## src/rtl/udc_pkg.sv

```systemverilog
package udc_pkg;
  typedef enum logic [1:0] {
    STEP_HOLD = 2'd0,
    STEP_INC  = 2'd1,
    STEP_DEC  = 2'd2
  } step_e;

  localparam int unsigned STRB_UP = 0;
  localparam int unsigned STRB_DN = 1;
  localparam int unsigned N_STRB  = 2;
endpackage

```

## src/rtl/udc_strobe_sync.sv

```systemverilog
module udc_strobe_sync #(
  parameter int unsigned STAGES = 2
) (
  input  logic clk,
  input  logic rst_n,
  input  logic strb_async,
  output logic strb_lvl,
  output logic strb_rise
);
  // chain[STAGES-1] is the synchronized level, chain[STAGES] its previous value
  logic [STAGES:0] chain;

  always_ff @(posedge clk or negedge rst_n) begin
    if (!rst_n) chain <= '1;  // idle strobes are high: no false edge after reset
    else        chain <= {chain[STAGES-1:0], strb_async};
  end

  assign strb_lvl  = chain[STAGES-1];
  assign strb_rise = chain[STAGES-1] & ~chain[STAGES];
endmodule

```

## src/rtl/udc_step_arbiter.sv

```systemverilog
module udc_step_arbiter
  import udc_pkg::*;
(
  input  logic  up_lvl,
  input  logic  up_rise,
  input  logic  dn_lvl,
  input  logic  dn_rise,
  output step_e step
);
  logic inc_ok, dec_ok;

  always_comb begin
    inc_ok = up_rise & dn_lvl;
    dec_ok = dn_rise & up_lvl;
    step   = STEP_HOLD;
    if (inc_ok && !dec_ok)      step = STEP_INC;
    else if (dec_ok && !inc_ok) step = STEP_DEC;
  end
endmodule

```

## src/rtl/udc_count_reg.sv

```systemverilog
module udc_count_reg
  import udc_pkg::*;
#(
  parameter int unsigned WIDTH = 4
) (
  input  logic             clk,
  input  logic             rst_n,
  input  logic             clr,
  input  logic             load_n,
  input  logic [WIDTH-1:0] data,
  input  step_e            step,
  output logic [WIDTH-1:0] count
);
  localparam logic [WIDTH-1:0] ONE = WIDTH'(1);

  always_ff @(posedge clk or negedge rst_n) begin
    if (!rst_n)       count <= '0;
    else if (clr)     count <= '0;
    else if (!load_n) count <= data;
    else begin
      case (step)
        STEP_INC: count <= count + ONE;
        STEP_DEC: count <= count - ONE;
        default:  count <= count;
      endcase
    end
  end
endmodule

```

## src/rtl/udc_terminal.sv

```systemverilog
module udc_terminal #(
  parameter int unsigned WIDTH = 4
) (
  input  logic [WIDTH-1:0] count,
  input  logic             up_lvl,
  input  logic             dn_lvl,
  output logic             carry_n,
  output logic             borrow_n
);
  localparam logic [WIDTH-1:0] CNT_MAX = '1;

  always_comb begin
    carry_n  = ~((count == CNT_MAX) & ~up_lvl);
    borrow_n = ~((count == '0)      & ~dn_lvl);
  end
endmodule

```

## src/rtl/dual_strobe_counter.sv

```systemverilog
module dual_strobe_counter
  import udc_pkg::*;
#(
  parameter int unsigned WIDTH       = 4,
  parameter int unsigned SYNC_STAGES = 2
) (
  input  logic             clk,
  input  logic             rst_n,
  input  logic             up_strb,
  input  logic             dn_strb,
  input  logic             load_n,
  input  logic             clr,
  input  logic [WIDTH-1:0] data,
  output logic [WIDTH-1:0] count,
  output logic             carry_n,
  output logic             borrow_n
);
  logic [N_STRB-1:0] strb_in, strb_lvl, strb_rise;
  step_e             step;

  assign strb_in[STRB_UP] = up_strb;
  assign strb_in[STRB_DN] = dn_strb;

  for (genvar g = 0; g < N_STRB; g++) begin : g_sync
    udc_strobe_sync #(.STAGES(SYNC_STAGES)) u_sync (
      .clk       (clk),
      .rst_n     (rst_n),
      .strb_async(strb_in[g]),
      .strb_lvl  (strb_lvl[g]),
      .strb_rise (strb_rise[g])
    );
  end

  udc_step_arbiter u_arb (
    .up_lvl (strb_lvl[STRB_UP]),
    .up_rise(strb_rise[STRB_UP]),
    .dn_lvl (strb_lvl[STRB_DN]),
    .dn_rise(strb_rise[STRB_DN]),
    .step   (step)
  );

  udc_count_reg #(.WIDTH(WIDTH)) u_cnt (
    .clk   (clk),
    .rst_n (rst_n),
    .clr   (clr),
    .load_n(load_n),
    .data  (data),
    .step  (step),
    .count (count)
  );

  udc_terminal #(.WIDTH(WIDTH)) u_term (
    .count   (count),
    .up_lvl  (strb_lvl[STRB_UP]),
    .dn_lvl  (strb_lvl[STRB_DN]),
    .carry_n (carry_n),
    .borrow_n(borrow_n)
  );
endmodule

```

## config.mk

```make
export PLATFORM = sky130hd
export DESIGN_NAME = dual_strobe_counter
export DESIGN_NICKNAME = d
export VERILOG_FILES = /design/src/rtl/udc_pkg.sv /design/src/rtl/udc_strobe_sync.sv /design/src/rtl/udc_step_arbiter.sv /design/src/rtl/udc_count_reg.sv /design/src/rtl/udc_terminal.sv /design/src/rtl/dual_strobe_counter.sv
export SDC_FILE = /design/constraint.sdc
export NUM_CORES = 1
export LEC_CHECK = 0
export BUFFER_PORTS_ARGS = -buffer_cell sky130_fd_sc_hd__buf_2
export CAP_MARGIN = 25
export CORE_AREA = 2 2 39 41
export DETAILED_ROUTE_END_ITERATION = 6
export DIE_AREA = 0 0 41 43
export HOLD_SLACK_MARGIN = 0.02
export PLACE_DENSITY = 0.65
export SYNTH_ARGS = -nofsm -noshare
export SYNTH_HDL_FRONTEND = slang
export SYNTH_SLANG_ARGS = --single-unit
```

## constraint.sdc

```tcl
create_clock -name clk -period 2.15 [get_ports clk]
set_input_delay 0.1075 -clock clk [delete_from_list [all_inputs] [get_ports clk]]
set_output_delay 0.1075 -clock clk [all_outputs]
set_load 0.1 [all_outputs]
```

==> impl_metrics.sql <==
INSERT INTO impl_metrics (metric_group, metric, value, unit) VALUES
('placement', 'postPlaceCellArea', '658', 'um2'),
('clocking', 'clk-insertion-delay-late', '0.25', 'ns'),
('global_route', 'grt_antenna_before_repair', '0', ''),
('setup_path', 'worst_reg_to_reg_cells', '9', ''),
('logic_synthesis', 'synth-edff-count', '0', ''),
('timing', 'timing_max_transition_violations_final', '0', ''),
('logic_synthesis', 'synth.top_cells.by_count', 'sky130_fd_sc_hd__dfstp_2 (6), sky130_fd_sc_hd__nor2_1 (6), sky130_fd_sc_hd__dfrtp_1 (4)', ''),
('final_layout', 'postLayoutCoreUtil', '52.4', '%'),
('timing', 'grt_setup_unrepaired', 'true', ''),
('setup_path', 'critical_path_class', 'flop to flop', ''),
('setup_path', 'timing.critical_path.required', '2.31', 'ns'),
('floorplan', 'fp.coreArea', '0.00138', 'mm2'),
('floorplan', 'die_w', '41', 'um'),
('min_path', 'min_path_type', 'input pin to flop', ''),
('global_route', 'globalRoute.totalOverflow', '0', ''),
('routing', 'ant_nets', '0', ''),
('logic_synthesis', 'netlist.area_leader.share', '29.2', '%'),
('routing', 'dr_total_vias', '430', ''),
('placement', 'dp.final_hpwl', '771', 'um'),
('clocking', 'cts.reportedPaths.clkPinSlew', '0.07', 'ns'),
('status', 'violations', 'negative setup slack', ''),
('setup_path', 'critical_path_endpoint', 'u_cnt.count[2]', ''),
('setup_path', 'ff2ff_setup_slack', '-0.003', 'ns'),
('timing', 'achievable-frequency', '0.464', 'GHz'),
('routing', 'first_pass_drt_iterations', '4', ''),
('timing', 'slew_headroom', '67.8', '%'),
('clocking', 'clk_path_buf_depth', '2', ''),
('timing', 'finalWorstSetupSlack', '-0.00297', 'ns'),
('routing', 'routed_via_density', '4.78', ''),
('timing', 'timing.final.crit_period', '2.15', 'ns'),
('final_layout', 'nNetsFinal', '88', ''),
('final_layout', 'design_area', '724', 'um2'),
('placement', 'buffer_ports.inserted', '15', ''),
('status', 'run_status', 'finished, violations left', ''),
('floorplan', 'die_area', '0.00176', 'mm2'),
('global_route', 'maximum_number_of_pins_on_one_net_before_global_route_repair', '11', ''),
('global_route', 'grt_pass1_wl', '1.75', 'mm'),
('setup_path', 'startpoint_type', 'flop', ''),
('timing', 'timing_worst_slew_pin_value', '0.486', 'ns'),
('power_and_ir_drop', 'peakVddDrop', '0.441', 'mV'),
('logic_synthesis', 'synth_top_cell_by_area', 'sky130_fd_sc_hd__dfstp_2', ''),
('setup_path', 'timing.rr.start', 'g_sync[1].u_sync.chain[1]', ''),
('routing', 'wl_per_cell', '11.0', 'um'),
('final_layout', 'drive_above_1_share', '47.3', '%'),
('logic_synthesis', 'mappedNetlistNets', '63', ''),
('clocking', 'htree_num_levels', '1', ''),
('timing', 'setup_viol', '1', ''),
('timing', 'skew', '0.00355', 'ns'),
('logic_synthesis', 'yosys_warnings', '0', ''),
('setup_path', 'worst_r2r_endpoint', 'u_cnt.count[2]', ''),
('final_layout', 'area.growth.synth_to_final', '34.3', '%'),
('logic_synthesis', 'yosys_register_bits', '10', ''),
('clocking', 'cts.sinks', '10', ''),
('timing', 'final_hold_violations', '0', ''),
('final_layout', 'ant_diodes', '0', ''),
('power_and_ir_drop', 'total_leakage_power', '0.000334', 'uW'),
('floorplan', 'pin_count', '16', ''),
('routing', 'drt-total-wl', '993', 'um'),
('logic_synthesis', 'syn-instance-count', '50', ''),
('clocking', 'cts_tree', 'yes', ''),
('routing', 'initialDrtViolationCount', '16', ''),
('logic_synthesis', 'count_of_distinct_cell_types_in_the_synthesized_netlist', '24', ''),
('logic_synthesis', 'synth.yosys.seq_area_share', '47.8', '%'),
('clocking', 'cts_inserted_buffers', '3', ''),
('floorplan', 'rows', '14', ''),
('logic_synthesis', 'post_synth_instance_area', '539', 'um2'),
('run', 'max_cap_violations', '0', ''),
('placement', 'routabilityCongestion', '0.726', ''),
('routing', 'drc', '0', ''),
('logic_synthesis', 'postSynth.topFlopCell', 'sky130_fd_sc_hd__dfstp_2', ''),
('floorplan', 'initial_core_utilization', '39.0', '%');
-- layout by cell type (no fill, tap or decap) --
cell type                       netlist  layout
sky130_fd_sc_hd__nand4_1              2       2
sky130_fd_sc_hd__buf_2                0      15
sky130_fd_sc_hd__dfrtp_2              0       1
sky130_fd_sc_hd__mux2i_1              2       2
sky130_fd_sc_hd__nand3b_1             1       1
sky130_fd_sc_hd__and4b_1              1       1
sky130_fd_sc_hd__a21oi_2              1       1
sky130_fd_sc_hd__ha_4                 0       1
sky130_fd_sc_hd__dlygate4sd3_1        0       3
sky130_fd_sc_hd__a21oi_1              2       2
sky130_fd_sc_hd__or2_4                0       1
sky130_fd_sc_hd__nor3_1               2       2
sky130_fd_sc_hd__xnor2_1              1       1
sky130_fd_sc_hd__dfrtp_1              4       3
sky130_fd_sc_hd__nand2_1              3       3
sky130_fd_sc_hd__clkbuf_4             0       3
sky130_fd_sc_hd__a311oi_1             1       1
sky130_fd_sc_hd__dfstp_2              6       6
sky130_fd_sc_hd__o21ai_0              2       2
sky130_fd_sc_hd__xor2_1               2       2
sky130_fd_sc_hd__a211o_2              1       1
sky130_fd_sc_hd__nor2b_1              2       2
sky130_fd_sc_hd__ha_1                 3       2
sky130_fd_sc_hd__nand3_1              1       1
sky130_fd_sc_hd__nor2_1               6       6
sky130_fd_sc_hd__a211oi_1             1       1
sky130_fd_sc_hd__or3_1                1       1
sky130_fd_sc_hd__or2_2                2       1
sky130_fd_sc_hd__or4b_1               1       1
sky130_fd_sc_hd__buf_4                0       4
sky130_fd_sc_hd__clkbuf_8             0       1
-- worst max-delay path, stage by stage, from the launching register on --
cell and delay, ns:
sky130_fd_sc_hd__dfstp_2 0.53, sky130_fd_sc_hd__nand2_1 0.06, sky130_fd_sc_hd__or2_4 0.24, sky130_fd_sc_hd__ha_4 0.16
sky130_fd_sc_hd__xor2_1 0.18, sky130_fd_sc_hd__ha_1 0.19, sky130_fd_sc_hd__a21oi_2 0.04, sky130_fd_sc_hd__xor2_1 0.15
sky130_fd_sc_hd__or3_1 0.31, sky130_fd_sc_hd__a311oi_1 0.20
-- timing repair --
action                                  4_1_cts  5_1_grt
endpoints found under the hold margin        12        0
hold buffers                                  3        0
gates cloned                                  0        0
endpoints found under the setup margin        1        2
-- state kept, by name (all words and copies together) (netlist names) --
signal,cells
g_sync.u_sync.chain,6
u_cnt.count,4
-- worst min path at each step --
stage | end | slack [ns] | depth (start not counted)
6_report | u_cnt.count[0] | 0.09 | 3
5_1_grt | u_cnt.count[2] | 0.10 | 2
4_1_cts | u_cnt.count[0] | 0.09 | 3
3_5_place_dp | u_cnt.count[0] | -0.03 | 1
3_3_place_gp | u_cnt.count[0] | -0.03 | 1
2_1_floorplan | u_cnt.count[0] | -0.19 | 0
-- where the power goes --
group	switching, uW	leakage (uW)	internal [uW]
logic	95.7	0.000199	41.7
registers	14.9	0.000114	205
clock network	59.7	0.0000210	103
total	170	0.000334	349
-- cell type report --
cell class	instances	area [um2]	area share (%)
timing repair buffer	22	135	18.7
clock buffer	4	36.3	5.01
multi-input combinational	38	274	37.8
sequential	10	259	35.8
tap	16	20.0	2.76
-- routing by layer --
metal  share of wire [%]  GRT usage (%)  vias up
met5                   0              0        -
met4                 1.3           6.00        0
met3                 2.7           3.14        2
met2                  50           20.9        8
met1                  46           21.5      193
li1                    -              -      227
-- stage by stage --
step | total power, uW | setup slack, ns | setup TNS, ns | instances
floorplan | 325 | 0.0616 | 0 | 50
global placement | 355 | 0.0298 | 0 | 83
detailed placement | 357 | 0.00116 | 0 | 83
CTS | 525 | -0.0210 | -0.0210 | 90
global route | 552 | -0.126 | -0.134 | 90
finish | 520 | -0.00297 | -0.00297 | 90
-- logic make-up after synthesis --
logic type      Yosys count  share of synthesized area [%]
mux                       2                           3.71
simple gates             22                           22.3
buf+inv                   2                           4.18
fa+ha+maj                 3                           6.96
compound gates            8                           10.2
xor+xnor                  3                           4.87
flops                    10                           47.8
Power figures use the tool's default switching activity.
